**src/rtl/alarm_cmp_pkg.sv**
```systemverilog
package alarm_cmp_pkg;
  localparam int MIN_W      = 7;
  localparam int HR_W       = 6;
  localparam int DAY_W      = 6;
  localparam int MON_W      = 5;
  localparam int CAL_W      = MIN_W + HR_W + DAY_W + MON_W;
  localparam int NUM_FIELDS = 4;
  // fields below this index remain compared in date-ignore mode
  localparam int TIME_ONLY_FIELDS = 2;

  function automatic int fld_w(input int idx);
    case (idx)
      0:       return MIN_W;
      1:       return HR_W;
      2:       return DAY_W;
      default: return MON_W;
    endcase
  endfunction

  function automatic int fld_lsb(input int idx);
    int acc;
    acc = 0;
    for (int k = 0; k < NUM_FIELDS; k++) begin
      if (k < idx) acc += fld_w(k);
    end
    return acc;
  endfunction
endpackage

```
**src/rtl/alarm_delay.sv**
```systemverilog
module alarm_delay #(
  parameter int DELAY_TICKS = 131
) (
  input  logic clk,
  input  logic rst_n,
  input  logic min_edge,
  input  logic tick_en,
  output logic fire
);
  localparam int CNT_W = $clog2(DELAY_TICKS + 1);
  localparam logic [CNT_W-1:0] LAST = CNT_W'(DELAY_TICKS - 1);

  logic             armed_q, armed_d;
  logic [CNT_W-1:0] cnt_q, cnt_d;
  logic             last_tick;

  assign last_tick = armed_q && tick_en && (cnt_q == LAST);

  always_comb begin
    armed_d = armed_q;
    cnt_d   = cnt_q;
    if (min_edge) begin
      armed_d = 1'b1;
      cnt_d   = '0;
    end else if (armed_q && tick_en) begin
      if (last_tick) begin
        armed_d = 1'b0;
        cnt_d   = '0;
      end else begin
        cnt_d = cnt_q + 1'b1;
      end
    end
  end

  always_ff @(posedge clk or negedge rst_n) begin
    if (!rst_n) begin
      armed_q <= 1'b0;
      cnt_q   <= '0;
    end else begin
      armed_q <= armed_d;
      cnt_q   <= cnt_d;
    end
  end

  assign fire = last_tick && !min_edge;
endmodule

```
**src/rtl/alarm_match.sv**
```systemverilog
module alarm_match
  import alarm_cmp_pkg::*;
(
  input  logic [CAL_W-1:0] cal,
  input  logic [CAL_W-1:0] alarm,
  input  logic             time_only,
  output logic             match
);
  logic [NUM_FIELDS-1:0] feq;

  for (genvar i = 0; i < NUM_FIELDS; i++) begin : g_fld
    localparam int LSB = fld_lsb(i);
    localparam int W   = fld_w(i);
    assign feq[i] = (cal[LSB +: W] == alarm[LSB +: W]);
  end

  assign match = time_only ? (&feq[TIME_ONLY_FIELDS-1:0]) : (&feq);
endmodule

```
**src/rtl/alarm_flags.sv**
```systemverilog
module alarm_flags (
  input  logic clk,
  input  logic rst_n,
  input  logic hit,
  input  logic clr_comp,
  input  logic set_noda,
  input  logic clr_noda,
  output logic comp,
  output logic noda
);
  logic comp_d, noda_d;

  always_comb begin
    comp_d = comp;
    if (clr_comp) comp_d = 1'b0;
    if (hit)      comp_d = 1'b1;
    noda_d = noda;
    if (clr_noda) noda_d = 1'b0;
    if (set_noda) noda_d = 1'b1;
  end

  always_ff @(posedge clk or negedge rst_n) begin
    if (!rst_n) begin
      comp <= 1'b0;
      noda <= 1'b0;
    end else begin
      comp <= comp_d;
      noda <= noda_d;
    end
  end
endmodule

```
**src/rtl/alarm_cmp_top.sv**
```systemverilog
module alarm_cmp_top
  import alarm_cmp_pkg::*;
#(
  parameter int DELAY_TICKS = 131
) (
  input  logic             clk,
  input  logic             rst_n,
  input  logic             tick_en,
  input  logic             min_fall,
  input  logic [CAL_W-1:0] cal_value,
  input  logic             alarm_we,
  input  logic [CAL_W-1:0] alarm_wdata,
  input  logic             cmd_clr_comp,
  input  logic             cmd_set_noda,
  input  logic             cmd_clr_noda,
  output logic             comp_o,
  output logic             noda_o
);
  logic [1:0]       rst_sync;
  logic             core_rst_n;
  logic [CAL_W-1:0] alarm_q, alarm_d;
  logic             fire, match, hit;

  always_ff @(posedge clk or negedge rst_n) begin
    if (!rst_n) rst_sync <= 2'b00;
    else        rst_sync <= {rst_sync[0], 1'b1};
  end
  assign core_rst_n = rst_sync[1];

  always_comb begin
    alarm_d = alarm_q;
    if (alarm_we) alarm_d = alarm_wdata;
  end

  always_ff @(posedge clk or negedge core_rst_n) begin
    if (!core_rst_n) alarm_q <= '0;
    else             alarm_q <= alarm_d;
  end

  alarm_delay #(.DELAY_TICKS(DELAY_TICKS)) u_delay (
    .clk      (clk),
    .rst_n    (core_rst_n),
    .min_edge (min_fall),
    .tick_en  (tick_en),
    .fire     (fire)
  );

  alarm_match u_match (
    .cal       (cal_value),
    .alarm     (alarm_q),
    .time_only (noda_o),
    .match     (match)
  );

  assign hit = fire && match;

  alarm_flags u_flags (
    .clk      (clk),
    .rst_n    (core_rst_n),
    .hit      (hit),
    .clr_comp (cmd_clr_comp),
    .set_noda (cmd_set_noda),
    .clr_noda (cmd_clr_noda),
    .comp     (comp_o),
    .noda     (noda_o)
  );
endmodule

```
**config.mk**
```make
export PLATFORM = sky130hd
export DESIGN_NAME = alarm_cmp_top
export DESIGN_NICKNAME = d
export VERILOG_FILES = /design/src/rtl/alarm_cmp_pkg.sv /design/src/rtl/alarm_delay.sv /design/src/rtl/alarm_match.sv /design/src/rtl/alarm_flags.sv /design/src/rtl/alarm_cmp_top.sv
export SDC_FILE = /design/constraint.sdc
export NUM_CORES = 1
export LEC_CHECK = 0
export BUFFER_PORTS_ARGS = -buffer_cell sky130_fd_sc_hd__buf_2
export CORE_MARGIN = 2
export CORE_UTILIZATION = 47
export CTS_BUF_LIST = sky130_fd_sc_hd__clkbuf_2 sky130_fd_sc_hd__clkbuf_4 sky130_fd_sc_hd__clkbuf_8
export CTS_CLUSTER_DIAMETER = 30
export DETAILED_ROUTE_END_ITERATION = 7
export PLACE_DENSITY_LB_ADDON = 0.15
export SETUP_SLACK_MARGIN = 0.4
export SLEW_MARGIN = 20
export SYNTH_ARGS = -nofsm -noshare
export SYNTH_HDL_FRONTEND = slang
export SYNTH_SLANG_ARGS = --single-unit
```
**constraint.sdc**
```tcl
create_clock -name clk -period 1.2 [get_ports clk]
set_clock_uncertainty 0.15 [all_clocks]
set_input_delay 0.18 -clock clk [delete_from_list [all_inputs] [get_ports clk]]
set_output_delay 0.18 -clock clk [all_outputs]
set_load 0.01 [all_outputs]
```
==> results of run 1 <==
[metal layers]
layer	track usage, %	wire length, µm	vias up	share of wire, %
li1	-	-	665	-
met1	23.4	1630	664	41
met2	34.6	2030	44	51
met3	7.12	240	8	6.0
met4	8.51	73	0	1.8
met5	0	0	-	0
[kinds of logic after synthesis]
logic type / after synthesis / share of synthesized area, %
AO/OA/AOI/OAI: 13 / 4.71
XOR/XNOR: 27 / 13.7
adder cells (fa/ha/maj): 2 / 1.45
buffers and inverters: 6 / 1.30
flip-flops: 37 / 53.6
multiplexers: 24 / 15.6
other: 1 / 0.217
AND/OR/NAND/NOR: 29 / 9.41
[path summary, 6_finish.rpt]
check	endpoint	start	depth (start not counted)	slack, ps
worst max-delay path	u_flags.comp	u_delay.cnt_q[2]	4	-740
worst min-delay path	u_flags.comp	cmd_clr_comp	2	-80
worst max register to register	u_flags.comp	u_delay.cnt_q[2]	4	-740
worst min register to register	u_delay.cnt_q[5]	rst_sync[1]	1	110
max in group asynchronous	alarm_q[5]	rst_sync[1]	1	630
min in group asynchronous	rst_sync[1]	rst_n	2	50
[where the power goes]
group          total (W)  internal [W]  switching (W)
registers        0.00141       0.00134      0.0000726
clock network   0.000905      0.000480       0.000425
logic           0.000545      0.000351       0.000194
total            0.00286       0.00217       0.000691
[synth_stat cells, drive strengths merged]
| master | instances |
|---|---|
| conb | 1 |
| mux2 | 24 |
| nand2 | 4 |
| clkbuf | 3 |
| or4 | 1 |
| dfrtp | 37 |
| nand4 | 8 |
| nand3 | 1 |
| xnor2 | 12 |
| inv | 3 |
| or3 | 6 |
| nor4 | 2 |
| o21ai | 3 |
| a22oi | 1 |
| nor2 | 5 |
| a21oi | 3 |
| a21o | 3 |
| xor2 | 15 |
| or2b | 1 |
| o32ai | 1 |
| ha | 2 |
| o22ai | 1 |
| a31oi | 1 |
| nor3 | 1 |
[what timing repair did]
| action | in CTS | in global routing |
|---|---|---|
| setup endpoints to repair | 37 | 72 |
| endpoints found under the hold margin | 28 | 26 |
| resized for setup | 14 | 7 |
| pin swaps | 6 | 2 |
| setup buffers | 3 | 4 |
[final cells by class]
class,count,area share [%]
inverter,3,0.438
timing repair buffer,85,21.5
clock buffer,8,3.56
multi-input combinational,96,35.9
tap,48,2.34
sequential,37,36.2
[critical path, stage by stage (launching register included)]
cell and delay [ps]:
dfrtp_1 380, or3_1 360, or4_4 430, or3_4 340, o32ai_2 200
[registers in the layout (all words and copies together), names as in the netlist]
register	cells
u_delay.cnt_q	8
u_delay.armed_q	1
u_flags.noda	1
alarm_q	24
u_flags.comp	1
rst_sync	2
[stage by stage]
stage          setup WS [ps]  total power [W]
6_report                -741          0.00286
5_1_grt                 -781          0.00300
4_1_cts                 -760          0.00286
3_5_place_dp            -799          0.00192
3_3_place_gp            -722          0.00190
2_1_floorplan           -733          0.00172
==> summary.md, run 1 <==
| Metric | Value |
|---|---|
| Outcome | finished with violations |
| Failing checks | negative hold slack, negative setup slack |
| RSZ-0062 raised after global routing | true |
| Core ar. | 0.00361 mm² |
| Diode count | 0 |
| Worst-skew pair later-pin latency | approximately 290 ps |
| Sequential share of the synthesized area | 53.6% |
| Nature of the critical path startpoint | register |
| Number of library cell types mapped by synthesis | 24 |
| Core Util, Final | 71.2% |
| Register Area | around 930 µm² |
| Mapped Area | approximately 0.0017 mm² |
| Max Cap Viol | 0 |
| Commonest non-fill, non-tap cell in the layout | buf_2 |
| Leak Pwr | between 1 and 1.5 nW |
| Clk sinks | 37 |
| Syn Nets | roughly 200 |
| Drt pass-1 iters | 4 |
| Num CTS Buffers | 5 |
| Placer Congestion | 0.729 |
| Layout cell share with drive strength beyond 1 | a little under three fifths |
| Clk pin slew, worst setup/hold paths | 70 ps |
| Chip Width | roughly 65 µm |
| Peak supply drop | slightly below 0.8 mV |
| IO Pins | 58 |
| Final instance area | around 0.0026 mm² |
| Multi-input logic area | roughly 900 µm² |
| Layout Nets | about 290 |
| Layout Cells excl Fill | 277 |
| CP max FO | 2 |
| Synth area leader | dfrtp_1 |
| Min-delay worst type | input port to register |
| Dpl cell area | about 0.0023 mm² |
| Hold WS | -84.3 ps |
| Top-area cell type share of the netlist area | between 50 and 60% |
| Post-route DRC violation count | 0 |
| Number of global-route vias before repair | approximately 1400 |
| Total GRT Usage | 20.4% |
| Initial drt markers | 27 |
| Critical Path RT | 1250 ps |
| First-pass GRT wire length | between 6000 and 7000 µm |
| Final number of max-transition violations | 0 |
| Antenna violations before repair | 0 |
| Placed Cells incl. Taps | roughly 260 |
| Ratio of final minimum period to clock period | 162% |
| Vias per std cell | roughly 5.0 |
| H-tree depth | 2 |
| Critical path class | register to register |
| Number of hold buffers added after cts | 1 |
| Number of port buffers | between 50 and 60 |
| Grt total ovfl | 0 |
| Critical path endpoint category | register |
| Final min period | roughly 1900 ps |
| Fmax | around 0.5 GHz |
| Setup TNS Final | -6880 ps |
| TritonCTS clock tree | built |
| Site Rows | 22 |
| Setup slack after layout | -741 ps |
| Routed Wire Length | just under 4000 µm |
| Synthesis-to-layout area growth | 48.7% |
| Setup-failing EPs final | 10 |
| Cells after synthesis | 139 |
| ANT nets after route | 0 |
| Largest net degree at the start of global routing | 36 |
| Worst Path Arrival | 1990 ps |
| Clock root cell | clkbuf_8 |
| Die Ht | approximately 65 µm |
| #FFs+latches synth | 37 |
| DR WL/cell | approximately 14 µm |
| Synth warnings | 0 |
| Via count | between 1000 and 1500 |
| Most frequent cells in the layout | buf_2, dfrtp_1, mux2_4 |
| Initial Utilization | between 40% and 50% |
| Die area | about 0.0042 mm² |
| Pwr Density | between 1000 and 1500 mW/mm² |
| Hold Vio Cnt, Final | 26 |
| Maximum root-to-sink buffer count | 2 |
| Hpwl dp | between 2000 and 3000 µm |
| Synth top area cells | dfrtp_1, mux2_2, xor2_1 |
| Syn Area/Cell | 12.4 µm² |
| Layout fillers | ~270 |
No activity file was read; power rests on OpenSTA's default activity.
==> run 2, diff against run 1 <==
ABC_CLOCK_PERIOD_IN_PS = 1200   (was not set)
BUFFER_PORTS_ARGS = not set   (was -buffer_cell sky130_fd_sc_hd__buf_2)
CORE_UTILIZATION = 58   (was 47)
DONT_BUFFER_PORTS = 1   (was not set)
==> run 2 against run 1 <==
The run ends with design-rule violations, negative hold slack, negative setup slack left. Register-to-register slack got worse by 20 ps. Die area fell by 18%. Hold slack got worse by 88 ps. Global-route usage rose by 2.3 points. Core utilization rose by 7.1 points. Sequential power barely moved. Final cell count fell by 28%. Routed wire length fell by 11%. First-iteration DRC count rose by 70%. Largest cell class unchanged.
==> summary.md, run 2 (synthesized netlist as in run 1, its figures left out) <==
| Metric | Value |
|---|---|
| Dpl cell area | 0.00195 mm² |
| Min-delay worst type | input port to register |
| Drt pass-1 iters | 6 |
| Layout Cells excl Fill | ~200 |
| Critical path class | register to register |
| Outcome | finished with violations |
| Pwr Density | roughly 1200 mW/mm² |
| Critical path endpoint category | register |
| Peak supply drop | between 0.8 and 0.9 mV |
| Initial Utilization | 61.6% |
| Layout cell share with drive strength beyond 1 | 38.7% |
| Final instance area | approximately 0.0022 mm² |
| Routed Wire Length | approximately 3500 µm |
| Num CTS Buffers | 5 |
| Post-route DRC violation count | 4 |
| Setup-failing EPs final | 10 |
| Most frequent cells in the layout | dfrtp_1, mux2_4, xor2_1 |
| ANT nets after route | 0 |
| Hpwl dp | about 2400 µm |
| Die Ht | 58.6 µm |
| Hold WS | -173 ps |
| Placed Cells incl. Taps | approximately 180 |
| Chip Width | about 59 µm |
| CP max FO | 2 |
| Clock root cell | clkbuf_4 |
| Leak Pwr | just under 1 nW |
| Worst-skew pair later-pin latency | 340 ps |
| Failing checks | design-rule violations, negative hold slack, negative setup slack |
| Largest net degree at the start of global routing | 36 |
| Die area | 0.00343 mm² |
| Ratio of final minimum period to clock period | 164% |
| Max reg flops | 24 |
| Commonest non-fill, non-tap cell in the layout | dfrtp_1 |
| Int Pwr | 0.00195 W |
| Sequential Power Share | 55.3% |
| Final number of max-transition violations | 0 |
| IO Pins | a little under 60 |
| Top flop regs | alarm_q: 24 flops, u_delay.cnt_q: 8 flops, rst_sync: 2 flops |
| First-pass GRT wire length | ~5700 µm |
| Max Cap Viol | 0 |
| Diode count | 0 |
| Number of global-route vias before repair | approximately 1200 |
| Synthesis-to-layout area growth | 27.2% |
| Total GRT Usage | 22.7% |
| Maximum root-to-sink buffer count | 2 |
| RSZ-0062 raised after global routing | true |
| Switching portion of total power | a little under a quarter |
| H-tree depth | 2 |
| Critical Path Max Stage Delay | ~510 ps |
| Clk pin slew, worst setup/hold paths | ~110 ps |
| Hold Vio Cnt, Final | 29 |
| DR WL/cell | 17.7 µm |
| Critical Path RT | roughly 1300 ps |
| Layout Nets | 225 |
| CP Cell Sequence | inv_2 -> ha_4 -> nand4_1 -> or4_4 -> or3_4 -> o32ai_2 |
| Number of port buffers | 0 |
| Clock network fraction of total power | between 20% and 30% |
| Via count | 1181 |
| Design Power | approximately 0.0026 W |
| NetSw | between 0.0005 and 0.0006 W |
| Core ar. | between 0.002 and 0.003 mm² |
| Placer Congestion | 0.783 |
| Vias per std cell | a little under 6 |
| Setup slack after layout | -765 ps |
| Site Rows | 19 |
| CP bufs+invs | 1 |
| Nature of the critical path startpoint | register |
| Biggest register | alarm_q |
| Number of hold buffers added after cts | 4 |
| CP top delay family | simple AND/OR/NAND/NOR gates |
| TritonCTS clock tree | built |
| Clk sinks | 37 |
| Worst Path Arrival | around 2100 ps |
| Slowest-stage cell, CP | or4_4 |
| Initial drt markers | 46 |
| Combinational share of power | between 10% and 20% |
| Antenna violations before repair | 0 |
| Fmax | just over 0.5 GHz |
| Grt total ovfl | 0 |
| Final min period | 1960 ps |
-- run 2: routing by layer --
| layer | GRT usage (%) | wire (µm) | vias up |
|---|---|---|---|
| li1 | - | - | 540 |
| met1 | 27.4 | 1410 | 579 |
| met2 | 37.4 | 1770 | 54 |
| met3 | 8.35 | 289 | 8 |
| met4 | 8.44 | 49 | 0 |
| met5 | 0 | 0 | - |
-- run 2: worst reg2reg max path, cell delays in order, from the launching register on --
cell and delay [ps]:
dfrtp_1 410, inv_2 80, ha_4 120, nand4_1 70, or4_4 510, or3_4 340
o32ai_2 190
-- run 2: worst paths after layout --
kind,startpoint,end,slack (ps),cells past startpoint
worst max-delay path,u_delay.cnt_q[0],u_flags.comp,-760,6
worst min-delay path,alarm_wdata[9],alarm_q[9],-170,1
worst max register to register,u_delay.cnt_q[0],u_flags.comp,-760,6
worst min register to register,rst_sync[1],alarm_q[6],110,1
max in group asynchronous,rst_sync[1],alarm_q[4],640,1
min in group asynchronous,rst_n,rst_sync[1],-90,1
-- run 2: metrics by stage --
step / setup WS [ps] / setup TNS [ps] / utilization, %
after floorplan: -733 / -5600 / -
after global placement: -724 / -5800 / 69.7
after detailed placement: -788 / -6290 / 69.7
after CTS: -767 / -6750 / 76.9
after global routing: -830 / -7500 / 78.4
final: -765 / -6850 / 78.4
-- run 2: area by class of cell --
| type | instances | area, µm² |
|---|---|---|
| fill | 167 | 607 |
| clock inverter | 1 | 5.00 |
| clock buffer | 7 | 65.1 |
| tap | 31 | 38.8 |
| multi-input combinational | 96 | 923 |
| timing repair buffer | 24 | 225 |
| sequential | 37 | 930 |
| inverter | 3 | 11.3 |
-- run 2: power groups by stage --
| stage | sequential (W) | combinational [W] | clock [W] |
|---|---|---|---|
| global placement | 0.00145 | 0.000317 | 0 |
| finish | 0.00141 | 0.000409 | 0.000733 |
| CTS | 0.00143 | 0.000369 | 0.000744 |
| global route | 0.00142 | 0.000446 | 0.000809 |
| detailed placement | 0.00145 | 0.000330 | 0 |
| floorplan | 0.00144 | 0.000288 | 0 |
-- run 2: what timing repair did --
action                                  4_1_cts  5_1_grt
hold endpoints to repair                     37       30
setup buffers                                 2        2
endpoints found under the setup margin       37       72
pin swaps                                     9        2
resized for setup                            17        2
